==> config.mk <==
export PLATFORM = sky130hd
export DESIGN_NAME = flash_cmd_ctrl
export DESIGN_NICKNAME = d
export VERILOG_FILES = /design/src/rtl/fcc_pkg.sv /design/src/rtl/fcc_job_timer.sv /design/src/rtl/fcc_cell_array.sv /design/src/rtl/flash_cmd_ctrl.sv
export SDC_FILE = /design/constraint.sdc
export NUM_CORES = 1
export LEC_CHECK = 0
export BUFFER_PORTS_ARGS = -buffer_cell sky130_fd_sc_hd__buf_2
export CORE_UTILIZATION = 40
export DETAILED_ROUTE_END_ITERATION = 6
export GPL_TIMING_DRIVEN = 0
export PLACE_DENSITY = 0.63
export SYNTH_ARGS = -nofsm -noshare
export SYNTH_HDL_FRONTEND = slang
export SYNTH_SLANG_ARGS = --single-unit
==> constraint.sdc <==
create_clock -name clk -period 2.3 [get_ports clk]
set_clock_uncertainty 0.15 [all_clocks]
set_input_delay 0.115 -clock clk [delete_from_list [all_inputs] [get_ports clk]]
set_output_delay 0.115 -clock clk [all_outputs]
set_load 0.05 [all_outputs]
==> src/rtl/fcc_pkg.sv <==
package fcc_pkg;
    typedef enum logic [2:0] {
        ST_IDLE,
        ST_PSET,
        ST_ESET,
        ST_PROG,
        ST_ERASE,
        ST_SUSP
    } fcc_state_e;

    typedef enum logic {
        RM_ARRAY,
        RM_STATUS
    } fcc_rmode_e;

    localparam logic [7:0] OP_READ_ARRAY  = 8'hFF;
    localparam logic [7:0] OP_READ_STATUS = 8'h70;
    localparam logic [7:0] OP_CLEAR       = 8'h50;
    localparam logic [7:0] OP_PROG_ARM    = 8'h40;
    localparam logic [7:0] OP_ERASE_ARM   = 8'h20;
    localparam logic [7:0] OP_CONFIRM     = 8'hD0;
    localparam logic [7:0] OP_SUSPEND     = 8'hB0;

    localparam int FAIL_ERASE = 2;
    localparam int FAIL_PROG  = 1;
    localparam int FAIL_VPP   = 0;
endpackage

==> src/rtl/fcc_job_timer.sv <==
module fcc_job_timer #(
    parameter int PROG_CYC  = 4,
    parameter int ERASE_CYC = 12
) (
    input  logic clk,
    input  logic rst_n,
    input  logic start_prog,
    input  logic start_erase,
    input  logic hold,
    output logic done,
    output logic busy
);
    localparam int MAXC  = (PROG_CYC > ERASE_CYC) ? PROG_CYC : ERASE_CYC;
    localparam int CNT_W = $clog2(MAXC) + 1;

    typedef struct packed {
        logic [CNT_W-1:0] cnt;
        logic             run;
    } tmr_t;

    tmr_t t_d, t_q;

    assign done = t_q.run && !hold && (t_q.cnt == '0);
    assign busy = t_q.run;

    always_comb begin
        t_d = t_q;
        if (start_prog) begin
            t_d.cnt = CNT_W'(PROG_CYC - 1);
            t_d.run = 1'b1;
        end else if (start_erase) begin
            t_d.cnt = CNT_W'(ERASE_CYC - 1);
            t_d.run = 1'b1;
        end else if (t_q.run && !hold) begin
            if (t_q.cnt == '0) t_d.run = 1'b0;
            else               t_d.cnt = t_q.cnt - 1'b1;
        end
    end

    always_ff @(posedge clk) begin
        if (!rst_n) t_q <= '0;
        else        t_q <= t_d;
    end

    assert_busy_ends_on_done_R4: assert property (@(posedge clk) disable iff (!rst_n)
        $fell(busy) |-> $past(done));
    assert_hold_freezes_R12: assert property (@(posedge clk) disable iff (!rst_n)
        ($past(hold) && $past(busy) && !$past(start_prog) && !$past(start_erase)) |-> busy);
endmodule

==> src/rtl/fcc_cell_array.sv <==
module fcc_cell_array #(
    parameter int ADDR_W = 6,
    parameter int BLK_W  = 2
) (
    input  logic              clk,
    input  logic              rst_n,
    input  logic              prog_en,
    input  logic [ADDR_W-1:0] prog_addr,
    input  logic [7:0]        prog_data,
    input  logic              erase_en,
    input  logic [BLK_W-1:0]  erase_blk,
    input  logic [ADDR_W-1:0] rd_addr,
    output logic [7:0]        rd_data
);
    localparam int DEPTH = 1 << ADDR_W;
    localparam int OFF_W = ADDR_W - BLK_W;

    logic [7:0] mem_d [DEPTH];
    logic [7:0] mem_q [DEPTH];

    always_comb begin
        for (int i = 0; i < DEPTH; i++) begin
            mem_d[i] = mem_q[i];
            if (erase_en && ((i >> OFF_W) == int'(erase_blk))) mem_d[i] = 8'hFF;
        end
        if (prog_en) mem_d[prog_addr] = mem_q[prog_addr] & prog_data;
    end

    always_ff @(posedge clk) begin
        for (int i = 0; i < DEPTH; i++) begin
            if (!rst_n) mem_q[i] <= 8'hFF;
            else        mem_q[i] <= mem_d[i];
        end
    end

    assign rd_data = mem_q[rd_addr];

    assert_erase_fills_R7: assert property (@(posedge clk) disable iff (!rst_n)
        ($past(erase_en) && (rd_addr[ADDR_W-1 -: BLK_W] == $past(erase_blk))) |-> (rd_data == 8'hFF));
endmodule

==> src/rtl/flash_cmd_ctrl.sv <==
module flash_cmd_ctrl #(
    parameter int ADDR_W    = 6,
    parameter int BLK_W     = 2,
    parameter int PROG_CYC  = 4,
    parameter int ERASE_CYC = 12
) (
    input  logic              clk,
    input  logic              rst_n,
    input  logic              host_we,
    input  logic [ADDR_W-1:0] host_addr,
    input  logic [7:0]        host_wdata,
    output logic [7:0]        host_rdata,
    input  logic              vpp_ok,
    input  logic              fault_inject
);
    import fcc_pkg::*;

    typedef struct packed {
        fcc_state_e        st;
        fcc_rmode_e        rm;
        logic [2:0]        fails;
        logic [ADDR_W-1:0] paddr;
        logic [7:0]        pdata;
        logic [BLK_W-1:0]  blk;
    } ctl_t;

    ctl_t r_d, r_q;

    logic       start_prog, start_erase, job_done, job_busy;
    logic       prog_en, erase_en;
    logic [7:0] arr_rd, status;

    always_comb begin
        r_d         = r_q;
        start_prog  = 1'b0;
        start_erase = 1'b0;
        prog_en     = 1'b0;
        erase_en    = 1'b0;
        unique case (r_q.st)
            ST_IDLE: if (host_we) begin
                case (host_wdata)
                    OP_READ_ARRAY:  r_d.rm = RM_ARRAY;
                    OP_READ_STATUS: r_d.rm = RM_STATUS;
                    OP_CLEAR:       r_d.fails = '0;
                    OP_PROG_ARM:    begin r_d.st = ST_PSET; r_d.rm = RM_STATUS; end
                    OP_ERASE_ARM:   begin r_d.st = ST_ESET; r_d.rm = RM_STATUS; end
                    default:        ;
                endcase
            end
            ST_PSET: if (host_we) begin
                r_d.rm = RM_STATUS;
                if (!vpp_ok) begin
                    r_d.fails[FAIL_VPP] = 1'b1;
                    r_d.st              = ST_IDLE;
                end else begin
                    r_d.paddr  = host_addr;
                    r_d.pdata  = host_wdata;
                    r_d.st     = ST_PROG;
                    start_prog = 1'b1;
                end
            end
            ST_ESET: if (host_we) begin
                r_d.rm = RM_STATUS;
                r_d.st = ST_IDLE;
                if (host_wdata != OP_CONFIRM) begin
                    r_d.fails[FAIL_ERASE] = 1'b1;
                    r_d.fails[FAIL_PROG]  = 1'b1;
                end else if (!vpp_ok) begin
                    r_d.fails[FAIL_ERASE] = 1'b1;
                    r_d.fails[FAIL_VPP]   = 1'b1;
                end else begin
                    r_d.blk     = host_addr[ADDR_W-1 -: BLK_W];
                    r_d.st      = ST_ERASE;
                    start_erase = 1'b1;
                end
            end
            ST_PROG: begin
                if (job_done) begin
                    prog_en = 1'b1;
                    r_d.st  = ST_IDLE;
                    if (fault_inject) r_d.fails[FAIL_PROG] = 1'b1;
                end
                if (host_we && host_wdata == OP_READ_STATUS) r_d.rm = RM_STATUS;
            end
            ST_ERASE: begin
                if (job_done) begin
                    erase_en = 1'b1;
                    r_d.st   = ST_IDLE;
                    if (fault_inject) r_d.fails[FAIL_ERASE] = 1'b1;
                end else if (host_we && host_wdata == OP_SUSPEND) begin
                    r_d.st = ST_SUSP;
                end
                if (host_we && host_wdata == OP_READ_STATUS) r_d.rm = RM_STATUS;
            end
            ST_SUSP: if (host_we) begin
                case (host_wdata)
                    OP_READ_ARRAY:  r_d.rm = RM_ARRAY;
                    OP_READ_STATUS: r_d.rm = RM_STATUS;
                    OP_CONFIRM:     begin r_d.st = ST_ERASE; r_d.rm = RM_STATUS; end
                    default:        ;
                endcase
            end
            default: r_d.st = ST_IDLE;
        endcase
    end

    always_ff @(posedge clk) begin
        if (!rst_n) begin
            r_q       <= '0;
            r_q.st    <= ST_IDLE;
            r_q.rm    <= RM_ARRAY;
        end else begin
            r_q <= r_d;
        end
    end

    fcc_job_timer #(.PROG_CYC(PROG_CYC), .ERASE_CYC(ERASE_CYC)) i_timer (
        .clk         (clk),
        .rst_n       (rst_n),
        .start_prog  (start_prog),
        .start_erase (start_erase),
        .hold        (r_q.st == ST_SUSP),
        .done        (job_done),
        .busy        (job_busy)
    );

    fcc_cell_array #(.ADDR_W(ADDR_W), .BLK_W(BLK_W)) i_array (
        .clk       (clk),
        .rst_n     (rst_n),
        .prog_en   (prog_en),
        .prog_addr (r_q.paddr),
        .prog_data (r_q.pdata),
        .erase_en  (erase_en),
        .erase_blk (r_q.blk),
        .rd_addr   (host_addr),
        .rd_data   (arr_rd)
    );

    assign status = {!(r_q.st == ST_PROG || r_q.st == ST_ERASE),
                     r_q.st == ST_SUSP, r_q.fails, 3'b000};

    always_comb begin
        if (r_q.rm == RM_STATUS)
            host_rdata = status;
        else if (r_q.st == ST_SUSP && host_addr[ADDR_W-1 -: BLK_W] == r_q.blk)
            host_rdata = status;
        else
            host_rdata = arr_rd;
    end

    assert_fail_sticky_R11: assert property (@(posedge clk) disable iff (!rst_n)
        (|($past(r_q.fails) & ~r_q.fails)) |->
        $past(host_we && host_wdata == OP_CLEAR && r_q.st == ST_IDLE));
    assert_prog_filter_R5: assert property (@(posedge clk) disable iff (!rst_n)
        (r_q.st == ST_PROG) |=> (r_q.st == ST_PROG || r_q.st == ST_IDLE));
    assert_prog_vpp_low_R6: assert property (@(posedge clk) disable iff (!rst_n)
        (r_q.st == ST_PSET && host_we && !vpp_ok) |=> (r_q.st == ST_IDLE && r_q.fails[FAIL_VPP]));
    assert_job_timer_running_R4: assert property (@(posedge clk) disable iff (!rst_n)
        (r_q.st == ST_PROG || r_q.st == ST_ERASE) |-> job_busy);
    assert_suspend_entry_R12: assert property (@(posedge clk) disable iff (!rst_n)
        $rose(r_q.st == ST_SUSP) |-> $past(r_q.st == ST_ERASE && host_we && host_wdata == OP_SUSPEND));
    assert_status_after_job_R13: assert property (@(posedge clk) disable iff (!rst_n)
        $past(job_done) |-> (r_q.rm == RM_STATUS));
endmodule

Yosys cells after proc, flatten, opt, wreduce, memory -nomap -nowiden

Memory sizes are Yosys's and may differ from the RTL's. A register that Yosys moved wholly into a read port is not among the register bits.
Cells that the tools add are included.

$lt $le $gt $ge: 2
Add/sub/neg operators: 1
Bitwise gates (word level): 69
Muxes and demuxes: 182
Equal/unequal tests: 37
Reductions and logical operators: 39

Operators with widths:

| operator                                                        | number |
|---|---|
| 8-bit 2-to-1 mux                                                | 131 |
| 512-bit bitwise mux                                             | 1 |
| 512-bit 2-to-1 mux                                              | 1 |
| 1-bit OR                                                        | 64 |
| 8-bit demux with 6-bit select                                   | 1 |
| 8-bit by 7-bit == test with 1-bit output, second input constant | 3 |
| 8-bit == test, second input constant                            | 3 |
| 3-bit 2-to-1 mux                                                | 8 |
| 1-bit 2-to-1 mux                                                | 20 |
| 2-bit != test, second input constant                            | 9 |
| 3-bit case mux with 6 select lines                              | 1 |
| 8-bit AND reduction                                             | 2 |
| 15-bit 2-to-1 mux                                               | 1 |
| 3-bit nonzero test                                              | 5 |
| 14-bit 2-to-1 mux                                               | 1 |
| 7-bit 2-to-1 mux                                                | 2 |
| 7-bit AND reduction                                             | 2 |
| 4-bit 2-to-1 mux                                                | 3 |
| 6-bit 2-to-1 mux                                                | 2 |
| 1-bit logical AND                                               | 10 |
| 5-bit 2-to-1 mux                                                | 2 |
| 2-bit by 1-bit != test with 1-bit output, second input constant | 5 |
| 1-bit case mux with 3 select lines                              | 3 |
| 8-bit AND                                                       | 1 |
| 33 further kinds                                                | 49 |

Memory bits (writable): 512
Bits in registers: 29
Input bits: 19
Memories kept: 1

Memory list:

| memory        | words | width | rd ports | clocked after Yosys merged registers in | write ports | RTL line             | RTL |
|---|---|---|---|---|---|---|---|
| i_array.mem_q | 64    | 8     | 66       | 1                                       | 64          | fcc_cell_array.sv:19 | `logic [7:0] mem_q [DEPTH];` |

Depth between registers and ports, before layout

Depth after elaboration: 11
Depth in mapped cells: 10

Cells and area by module

From an unflattened synthesis, not the netlist that was laid out.

Cells, all modules: 3376
Area, all modules: 30183.9 um2

Modules (own cells, without submodules):

| module         | seq. area each (um2) | area an instance (um2) | instances | cells an instance |
|---|---|---|---|---|
| fcc_cell_array | 10249.8              | 28417.3                | 1         | 3176 |
| flash_cmd_ctrl | 460.4                | 1418.9                 | 1         | 162 |
| fcc_job_timer  | 120.1                | 347.8                  | 1         | 38 |

Least setup slack after synthesis

No wires, ideal clock.

Path type: input-to-output
From: input port host_addr[0]
To: output port host_rdata[6]
Data required time: 2035 ps
Path slack: -732 ps
Stages on the path: 9
Data arrival time: 2767 ps
Cells stage by stage: buf_2 -> buf_4 -> buf_2 -> buf_2 -> nor2_1 -> a21oi_1 -> nor4bb_1 -> nor4_1 -> a211oi_1

Word-level cells in the longest chain between the ends: 3

RTL lines:

| what                   | RTL line              | RTL |
|---|---|---|
| from (decl)            | flash_cmd_ctrl.sv:10  | `input logic [ADDR_W-1:0] host_addr,` |
| memory read 64 x 8 bit | --                    |  |
| 8-bit 2-to-1 mux       | flash_cmd_ctrl.sv:145 | `else if (r_q.st == ST_SUSP && host_addr[ADDR_W-1 -: BLK_W] == r_q.blk)` |
| 8-bit 2-to-1 mux       | flash_cmd_ctrl.sv:143 | `if (r_q.rm == RM_STATUS)` |
| to (decl)              | flash_cmd_ctrl.sv:12  | `output logic [7:0] host_rdata,` |

Every way passes these cells.

==> metrics.txt <==
Post-Synthesis Cells 2648; Total GRT Usage a little under two fifths; drt total wl 137600 microns; Critical Path AT between 2000 and 3000 ps; flops & latches, synth 547; critical path peak fanout 3; WL/cell 35.63 microns; worst reg2reg setup slack -840 ps; M1 WL around 46000 microns; # rows 93; worst-skew pair later-pin latency roughly 660 ps; count leader, synth nor2_1; DPL Wire Length 87740 microns; sequential cell area 0.01098 sq mm; initial antenna violation count 9; most used cell along the critical path mux4_2; metal3 WL 21940 microns; initial DRC count 4355; asr flop ratio synth 0%; Max transition margin 30.70%; clock period minus worst slack 3145 ps; Synth area leaders dfxtp_1 (42%), mux4_2 (21%), a21oi_1 (11%); Cell variety after synth 60; CP max-delay cell mux4_2; Synth area leader dfxtp_1; Clock Path Buffers 3; Worst setup endpoint host_rdata[4]; drt pass-1 iters 7; status complete, but fails checks; Pwr Total 20.40 mW; worst slew pin tran 1013 ps; H-tree lvl count 2; max_cap viols 0; post-route ant nets 0; grt ovf 0; CTS tree built; clk slew on worst S/H paths 60 ps; failing checks DRC, setup timing; first-pass GRT wire length approximately 180000 microns; post-synth top area share 42.00%; Most used DFF post-synth dfxtp_1; Reg2Reg Depth 11; Worst VDD drop just under 600 uV; reg2reg end i_array.mem_q[49][1]; fin util between 50% and 60%; Area Growth Syn to Fin 43.40%; Num CTS Buffers 56; Initial Util 40.44%; Avg Inst Size Synth 9.845 sq um; Leak roughly 12 nW; final hold vios 0; Fmax achieved about 0.32 GHz; Filler cells 5080; Root Buffer clkbuf_16; multi-input combinational cell area approximately 0.018 sq mm; sequential fraction of the synthesis area between 40% and 50%; # IOs 27; worst setup margin -844.7 ps; met2 wire length 55850 microns; period utilisation layout 136.7%; Setup crit end kind output pin; critical path's top delay family multiplexers; die width 257.3 microns; Critical Path Stages 5; Req. time, crit path 2040 ps; Core ar. between 0.06 and 0.07 sq mm; post-synth design cell area 0.02607 sq mm; number of global-route vias before repair 24501; Via-to-Cell Ratio 6.981; WS Path Type reg -> out; top cells by instance count after synthesis nor2_1 (610), a21oi_1 (558), dfxtp_1 (547); Net count, final approximately 3000; die extent in y 257.3 microns; Via Count 26961; clock sink count 547; die footprint around 0.066 sq mm; Worst Hold Class in -> reg; number of remaining DRC errors 21; Ys Warns 0; WP buf/inv 1; share of layout cells above drive strength 1 44.63%; GPL Wtd Cong between 1 and 1.5; cells along the critical path mux4_2 -> mux4_2 -> mux2_4 -> a221o_2 -> buf_8; syn_nets 2669; final setup fails 520; fin. max-slew vios 0; slowest stage delay, CP 550 ps; CP Launch Type register; PortBufs 22; largest net degree at the start of global routing 16; unrepaired setup endpoints after global routing true; Post-synth EDFFs 0; pwr dens between 500 and 600 mW/mm^2; crit path launch i_array.mem_q[50][4]; Highest Signal Layer met5
-- where the power goes --
group	total, mW	internal, mW	switching, mW
registers	9.47	9.47	0.00372
logic	1.23	0.397	0.834
clock network	9.70	5.51	4.19
total	20.4	15.4	5.03
-- registers in the layout, indices dropped and copies added (netlist names), named ones only --
register,count
i_array.mem_q,512
r_q,23
i_timer.t_q,5
i_timer.busy,1
-- placed cells by master (no fill, tap or decap), types with 60 or more instances in the layout --
master     Yosys  routed
mux2i_1       88      77
nor2_1       610     537
dfxtp_1      547     523
buf_4         13      84
a21oi_2        0     288
buf_12         0      79
buf_8          0      60
clkbuf_16      0      94
nand2_1       78      65
mux4_2       243     243
a21oi_1      558     258
-- cells by family (layout without fill, tap and decap cells) --
group	Yosys count	count (layout)	synth area share, %
AND/OR/NAND/NOR	809	809	12.87
AO/OA/AOI/OAI	762	762	16.16
flip-flops	547	547	42.00
multiplexers	343	343	24.89
buffers and inverters	177	534	3.710
XOR/XNOR	8	8	0.2688
adder cells (fa/ha/maj)	2	2	0.09597
other	0	2	0
-- cell type report --
cell class	count	share of cell area (%)
multi-input cells	1924	46.88
clock inverters	26	0.7296
clock buffers	79	4.461
flip-flops and latches	547	29.38
well taps	855	2.862
inverters	10	0.1004
repair buffers	263	10.29
plain buffers	156	5.281
diodes	2	0.01339
-- worst min path at each step --
stage	slack, ps	startpoint	depth (start not counted)	to
after floorplan	100	host_wdata[0]	2	r_q[2]
after global placement	250	host_wdata[2]	3	r_q[4]
after detailed placement	250	host_wdata[1]	3	r_q[3]
after CTS	180	host_wdata[4]	4	r_q[6]
after global routing	230	host_wdata[0]	4	r_q[2]
final	180	host_wdata[5]	4	r_q[7]
-- tightest hold or removal path, cell delays in order --
cell and delay [ps]:
dlygate4sd3_1 530, buf_2 160, nand2_1 70, a21oi_1 60
-- stage by stage --
step	hold WS, ps	instances	setup TNS (ps)	cell area (sq um)	setup slack (ps)
finish	178.7	3862	-353830	37380	-844.7
global route	225.1	3861	-330680	37380	-811.9
CTS	181.1	3741	-300520	33710	-817.2
detailed placement	252.9	3525	-923680	27570	-2041
global placement	248.5	3525	-929420	27560	-2032
floorplan	101.0	2648	-16080	26380	-44.74
-- layer usage --
| metal | vias up | global-route usage (%) |
|---|---|---|
| li1 | 10395 | - |
| met1 | 13207 | 46.79 |
| met2 | 2496 | 54.40 |
| met3 | 847 | 15.13 |
| met4 | 16 | 26.50 |
| met5 | - | 0.1462 |
-- repair_timing --
item | 4_1_cts | 5_1_grt
pin swaps | 43 | 66
resized for setup | 633 | 520
setup endpoints to repair | 524 | 525
endpoints found under the hold margin | 21 | 0
gates cloned | 16 | 37
buffers inserted | 84 | 96
hold buffers | 16 | 0
Note: power is estimated with default switching activity, not from simulation.
